File: config.mk
export PLATFORM = sky130hd
export DESIGN_NAME = dring_writer
export DESIGN_NICKNAME = d
export VERILOG_FILES = /design/src/rtl/dring_pkg.sv /design/src/rtl/dring_datapath.sv /design/src/rtl/dring_control.sv /design/src/rtl/dring_writer.sv
export SDC_FILE = /design/constraint.sdc
export NUM_CORES = 1
export LEC_CHECK = 0
export CORE_ASPECT_RATIO = 0.9
export CORE_UTILIZATION = 35
export DETAILED_ROUTE_END_ITERATION = 8
export DONT_BUFFER_PORTS = 1
export PLACE_DENSITY = 0.6
export SLEW_MARGIN = 20
export SYNTH_ARGS = -nofsm -noshare
export SYNTH_HDL_FRONTEND = slang
export SYNTH_SLANG_ARGS = --single-unit
File: constraint.sdc
create_clock -name clk -period 2.04 [get_ports clk]
set_clock_uncertainty 0.05 [all_clocks]
set_input_delay 0.204 -clock clk [delete_from_list [all_inputs] [get_ports clk]]
set_output_delay 0.204 -clock clk [all_outputs]
set_load 0.01 [all_outputs]
File: src/rtl/dring_pkg.sv
package dring_pkg;
  typedef enum logic [2:0] {
    ST_IDLE,
    ST_FETCH,
    ST_STREAM,
    ST_WRLEN,
    ST_ADV
  } ctlState_t;

  // strobes from control to datapath
  typedef struct packed {
    logic sizeTake;
    logic clrCnt;
    logic loadBase;
    logic addBeat;
    logic flagOvf;
    logic advance;
  } ctlStrobes_t;
endpackage

File: src/rtl/dring_datapath.sv
module dring_datapath
  import dring_pkg::*;
#(
  parameter int IDX_W      = 4,
  parameter int ADDR_W     = 16,
  parameter int LOG_W      = 3,
  parameter int BCODE_W    = 2,
  parameter int LEN_W      = 5,
  parameter int BEAT_BYTES = 4,
  parameter int MAX_BYTES  = 16
) (
  input  logic              clk,
  input  logic              rstN,
  input  ctlStrobes_t       strb,
  input  logic [LOG_W-1:0]  sizeLog2,
  input  logic              wrIdxWe,
  input  logic [IDX_W-1:0]  wrIdxIn,
  input  logic [ADDR_W-1:0] descRdBuf,
  input  logic [BCODE_W-1:0] inBytes,
  output logic [IDX_W-1:0]  rdIdx,
  output logic [IDX_W-1:0]  wrIdx,
  output logic              ringEmpty,
  output logic              beatFits,
  output logic [LEN_W-1:0]  byteCnt,
  output logic [ADDR_W-1:0] bufAddr,
  output logic              ovf
);
  localparam int SUM_W = LEN_W + 1;

  function automatic logic [IDX_W-1:0] maskOf(input int unsigned lg);
    logic [IDX_W-1:0] m;
    for (int i = 0; i < IDX_W; i++) m[i] = (i < lg);
    return m;
  endfunction

  logic [IDX_W-1:0]  mask;
  logic [ADDR_W-1:0] base;
  logic [IDX_W-1:0]  rdInc, rdNext, wrCand;
  logic [LEN_W-1:0]  beatLen;
  logic [SUM_W-1:0]  sumLen;

  always_comb begin
    rdInc     = (rdIdx + 1'b1) & mask;
    rdNext    = strb.advance ? rdInc : rdIdx;
    wrCand    = wrIdxIn & mask;
    ringEmpty = (wrIdx == rdIdx);
    beatLen   = (inBytes == '0) ? LEN_W'(BEAT_BYTES) : LEN_W'(inBytes);
    sumLen    = SUM_W'(byteCnt) + SUM_W'(beatLen);
    beatFits  = (sumLen <= SUM_W'(MAX_BYTES));
    bufAddr   = base + ADDR_W'(byteCnt);
  end

  always_ff @(posedge clk) begin
    if (!rstN) begin
      mask    <= maskOf(IDX_W);
      rdIdx   <= '0;
      wrIdx   <= '0;
      base    <= '0;
      byteCnt <= '0;
      ovf     <= 1'b0;
    end else begin
      if (strb.sizeTake) begin
        mask  <= maskOf(int'(sizeLog2));
        rdIdx <= '0;
        wrIdx <= '0;
      end else begin
        if (strb.advance) rdIdx <= rdInc;
        if (wrIdxWe && (wrCand != rdNext)) wrIdx <= wrCand;
      end
      if (strb.loadBase) base <= descRdBuf;
      if (strb.clrCnt) byteCnt <= '0;
      else if (strb.addBeat) byteCnt <= sumLen[LEN_W-1:0];
      if (strb.flagOvf) ovf <= 1'b1;
    end
  end

  // a completion never reports an empty transfer
  assert_len_nonzero_R5: assert property (@(posedge clk) disable iff (!rstN)
    strb.advance |-> (byteCnt != '0));
  // the read index moves only after an advance or a size reload
  assert_rd_step_R5: assert property (@(posedge clk) disable iff (!rstN)
    (rdIdx != $past(rdIdx)) |-> ($past(strb.advance) || $past(strb.sizeTake)));
  // a write index change never lands on the read index
  assert_wr_not_rd_R7: assert property (@(posedge clk) disable iff (!rstN)
    ((wrIdx != $past(wrIdx)) && !$past(strb.sizeTake)) |-> (wrIdx != rdIdx));
  // overflow flag is sticky, count never exceeds the limit
  assert_ovf_sticky_R8: assert property (@(posedge clk) disable iff (!rstN)
    ovf |=> ovf);
  assert_cnt_bound_R8: assert property (@(posedge clk) disable iff (!rstN)
    byteCnt <= LEN_W'(MAX_BYTES));
endmodule

File: src/rtl/dring_control.sv
module dring_control
  import dring_pkg::*;
(
  input  logic        clk,
  input  logic        rstN,
  input  logic        sizeWe,
  input  logic        ringEmpty,
  input  logic        beatFits,
  input  logic        inValid,
  input  logic        inLast,
  input  logic        bufWrReady,
  output ctlStrobes_t strb,
  output logic        inReady,
  output logic        bufWrValid,
  output logic        descEn,
  output logic        descWe,
  output logic        cmplPulse
);
  ctlState_t state, nxt;

  always_comb begin
    strb       = '0;
    inReady    = 1'b0;
    bufWrValid = 1'b0;
    descEn     = 1'b0;
    descWe     = 1'b0;
    cmplPulse  = 1'b0;
    nxt        = state;
    case (state)
      ST_IDLE: begin
        if (sizeWe) strb.sizeTake = 1'b1;
        else if (!ringEmpty) begin
          descEn      = 1'b1;
          strb.clrCnt = 1'b1;
          nxt         = ST_FETCH;
        end
      end
      ST_FETCH: begin
        strb.loadBase = 1'b1;
        nxt           = ST_STREAM;
      end
      ST_STREAM: begin
        inReady    = beatFits ? bufWrReady : 1'b1;
        bufWrValid = inValid && beatFits;
        if (inValid && inReady) begin
          strb.addBeat = beatFits;
          strb.flagOvf = !beatFits;
          if (inLast) nxt = ST_WRLEN;
        end
      end
      ST_WRLEN: begin
        descEn = 1'b1;
        descWe = 1'b1;
        nxt    = ST_ADV;
      end
      ST_ADV: begin
        cmplPulse    = 1'b1;
        strb.advance = 1'b1;
        nxt          = ST_IDLE;
      end
      default: nxt = ST_IDLE;
    endcase
  end

  always_ff @(posedge clk) begin
    if (!rstN) state <= ST_IDLE;
    else state <= nxt;
  end

  // no beat is taken while nothing is posted
  assert_bp_empty_R2: assert property (@(posedge clk) disable iff (!rstN)
    inReady |-> !ringEmpty);
  // completion is a single-cycle pulse
  assert_single_cmpl_R4: assert property (@(posedge clk) disable iff (!rstN)
    cmplPulse |=> !cmplPulse);
  // byte-count write is followed by the completion
  assert_len_before_idx_R5: assert property (@(posedge clk) disable iff (!rstN)
    descWe |=> cmplPulse);
endmodule

File: src/rtl/dring_writer.sv
module dring_writer
  import dring_pkg::*;
#(
  parameter int IDX_W      = 4,
  parameter int ADDR_W     = 16,
  parameter int BEAT_BYTES = 4,
  parameter int MAX_BYTES  = 16,
  localparam int DATA_W    = 8 * BEAT_BYTES,
  localparam int BCODE_W   = $clog2(BEAT_BYTES),
  localparam int LEN_W     = $clog2(MAX_BYTES + 1),
  localparam int LOG_W     = $clog2(IDX_W + 1)
) (
  input  logic               clk,
  input  logic               rstN,
  input  logic               sizeWe,
  input  logic [LOG_W-1:0]   sizeLog2,
  input  logic               wrIdxWe,
  input  logic [IDX_W-1:0]   wrIdxIn,
  output logic [IDX_W-1:0]   rdIdxOut,
  output logic [IDX_W-1:0]   wrIdxOut,
  output logic               descEn,
  output logic               descWe,
  output logic [IDX_W-1:0]   descIdx,
  output logic [LEN_W-1:0]   descWrLen,
  input  logic [ADDR_W-1:0]  descRdBuf,
  input  logic               inValid,
  output logic               inReady,
  input  logic [DATA_W-1:0]  inData,
  input  logic [BCODE_W-1:0] inBytes,
  input  logic               inLast,
  output logic               bufWrValid,
  input  logic               bufWrReady,
  output logic [ADDR_W-1:0]  bufWrAddr,
  output logic [DATA_W-1:0]  bufWrData,
  output logic [BCODE_W-1:0] bufWrBytes,
  output logic               cmplPulse,
  output logic               ovfErr
);
  ctlStrobes_t strb;
  logic ringEmpty, beatFits;
  logic [LEN_W-1:0] byteCnt;

  dring_control u_ctl (
    .clk(clk), .rstN(rstN), .sizeWe(sizeWe), .ringEmpty(ringEmpty),
    .beatFits(beatFits), .inValid(inValid), .inLast(inLast),
    .bufWrReady(bufWrReady), .strb(strb), .inReady(inReady),
    .bufWrValid(bufWrValid), .descEn(descEn), .descWe(descWe),
    .cmplPulse(cmplPulse)
  );

  dring_datapath #(
    .IDX_W(IDX_W), .ADDR_W(ADDR_W), .LOG_W(LOG_W), .BCODE_W(BCODE_W),
    .LEN_W(LEN_W), .BEAT_BYTES(BEAT_BYTES), .MAX_BYTES(MAX_BYTES)
  ) u_dp (
    .clk(clk), .rstN(rstN), .strb(strb), .sizeLog2(sizeLog2),
    .wrIdxWe(wrIdxWe), .wrIdxIn(wrIdxIn), .descRdBuf(descRdBuf),
    .inBytes(inBytes), .rdIdx(rdIdxOut), .wrIdx(wrIdxOut),
    .ringEmpty(ringEmpty), .beatFits(beatFits), .byteCnt(byteCnt),
    .bufAddr(bufWrAddr), .ovf(ovfErr)
  );

  assign descIdx    = rdIdxOut;
  assign descWrLen  = byteCnt;
  assign bufWrData  = inData;
  assign bufWrBytes = inBytes;
endmodule

==> flow_summary.yaml <==
global_routing:
  track_usage_pct: 15.85
  grt_first_pass_wirelength_um: 9687
  antenna_found_initial: 0
  grt_pass1_vias: 2023
  overflow: 0
  grt_max_degree: 20
sta:
  setup-violations-final: 18
  rsz0062_at_grt: "true"
  min_period_ns: 2.397
  period_share_pct: 117.5
  slew_viol_final: 0
  setup_tns_ns: -4.752
  hold_viol_final: 0
  timing.final.ws_setup_ns: -0.3569
  slew_headroom_pct: 74.04
  max_freq_mhz: 417.2
  tightest_slew_ns: 0.3894
yosys:
  yosysWarnings: 0
  postSynthCellCount: 315
  syn_area_per_cell_um2: 8.091
  synth_seq_cells: 37
  synth_nets: 390
  async_reset_ff_share_pct: 0
  ys_seq_area_share_pct: 29.06
  synthFlopType: "dfxtp_1"
  synth_area_um2: 2549
  yosysUniqueCellTypes: 51
  synth_edf_count: 0
cts:
  clock_sinks: 37
  root_buffer: "clkbuf_8"
  insertion_delay_ns: 0.29
  cts_tree: "built"
  clock_path_buffers: 2
  cts_made_buffers: 5
  cts.reportedPaths.clkPinSlew_ns: 0.08
  cts.htree.levels: 2
power:
  peakVddDrop_uv: 258.5
  power_leakage_uw: 0.001307
  powerDensity_nw_per_um2: 511.9
final_layout:
  final_cell_mix: "nand2_1, dfxtp_1, buf_4"
  areaGrowthSynthToFinish_pct: 23.66
  diodes: 0
  multi_input_area_um2: 1730
  num-nets-final: 394
  post-route-util_pct: 44.77
  nFillCells: 685
  seqCellArea_um2: 750.7
  layout_commonest_cell: "nand2_1"
  drive_gt1_share_pct: 32.19
routing:
  antenna_left: 0
  drc: 2
  totalWireLength_um: 6197
  drtIter0Drc: 120
  via_count: 2063
  vias_per_cell: 4.995
  wire_per_inst_um: 15.00
  first_pass_iters: 6
outcome:
  failed_checks: "design-rule violations, negative setup slack"
  status: "finished with violations"
placed_design:
  hpwl_um: 4229
  portBuffers: 0
  gp_congestion: 0.8071
setup_path:
  worstSetupPathType: "reg -> out"
  startpoint_type: "flop"
  r2r_cells: 10
  critPathCaptureType: "output pin"
  required_ns: 1.79
  cp.arrival_ns: 2.14
  crit_fanout: 4
floorplanning:
  die_x_um: 91.95
  core-area_um2: 7039
  die_h_um: 82.96
  start_util_pct: 36.21
  num_io_pins: 137
  design.die.area_um2: 7628
  rows: 29
worst_hold_path:
  holdPathStages: 2
  hp-class: "in -> reg"
flow_run:
  cap_violations: 0
## area by class of cell
class / instances / area share, %
clock inverters: 1 / 0.2382
inverters: 13 / 1.588
repair buffers: 46 / 12.35
flip-flops and latches: 37 / 23.82
well taps: 93 / 3.692
multi-input cells: 216 / 54.90
clock buffers: 7 / 3.414
## report_power, final
| group | internal [uW] | switching, uW |
|---|---|---|
| combinational | 103 | 108 |
| clock | 348 | 275 |
| sequential | 745 | 34.1 |
## sequential cells by signal (all words and copies together) (netlist names)
| name | cells |
|---|---|
| u_ctl.state | 3 |
| u_dp.base | 16 |
| u_dp.byteCnt | 5 |
| u_dp.mask | 4 |
| u_dp.ovf | 1 |
| u_dp.rdIdx | 4 |
| u_dp.wrIdx | 4 |
## repair_timing
item | in CTS | in global routing
setup endpoints to repair | 20 | 23
hold buffers | 9 | 1
pin swaps | 19 | 16
cloned | 0 | 0
gates resized for setup | 29 | 32
setup buffers | 7 | 2
hold endpoints to repair | 15 | 3
## final timing paths
check	to	from	slack (ns)
setup / recovery	inReady	u_dp.byteCnt[1]	-0.36
hold reg to reg	u_dp.base[3]	u_dp.base[3]	0.43
hold / removal	u_dp.base[14]	descRdBuf[14]	0.009
setup reg to reg	u_dp.byteCnt[1]	u_dp.byteCnt[1]	-0.29
## logic make-up (layout without fill, tap and decap cells)
family / after synthesis / after routing / synth area share [%]
compound gates: 65 / 65 / 17.97
xor+xnor: 22 / 22 / 7.855
fa+ha+maj: 11 / 11 / 5.989
buf+inv: 62 / 67 / 15.12
flops: 37 / 37 / 29.06
mux: 6 / 6 / 2.406
simple gates: 112 / 112 / 21.60
## stage by stage
step,worst slack [ns],hold WS (ns),instances,area [um^2],power [uW]
floorplan,-0.1786,0.2888,315,2585,996.0
global placement,-0.2490,0.2306,386,2574,963.9
detailed placement,-0.3661,0.2354,386,2574,966.4
CTS,-0.3880,0.0003558,410,2957,1627
global route,-0.4378,0.0002871,413,3152,1699
finish,-0.3569,0.009043,413,3152,1613
## routing by layer
| metal | vias to the layer above | global-route usage, % | routed length [um] |
|---|---|---|---|
| li1 | 1031 | - | - |
| met1 | 962 | 19.75 | 2851 |
| met2 | 68 | 25.71 | 2966 |
| met3 | 2 | 5.495 | 341 |
| met4 | 0 | 4.688 | 38 |
| met5 | - | 0 | 0 |
## synthesized netlist by cell type, types with 4 or more instances
cell	count	share of area [%]
a21oi_1	20	3.9
a21o_1	4	1.2
ha_1	9	4.4
nand3_1	11	2.2
mux2i_1	5	2.0
clkbuf_1	8	1.2
nand2_1	53	7.8
inv_1	12	1.8
xnor2_1	12	4.1
and3_1	4	0.98
dfxtp_1	37	29
buf_4	38	11
nor2_1	11	1.6
o211ai_1	5	1.5
nor3b_1	5	1.5
xor2_1	9	3.1
a21boi_0	15	4.4
nor2b_1	5	1.2
o21ai_0	6	1.2
## worst max-delay path, stage by stage, from the launching register on
cell      delay, ns
dfxtp_2        0.35
inv_2          0.04
buf_4          0.13
fa_2           0.56
nor2b_4        0.14
nand3b_1       0.11
a21boi_2       0.20
nor2_2         0.08
o211a_1        0.25
Note: power is estimated with default switching activity, not from simulation.
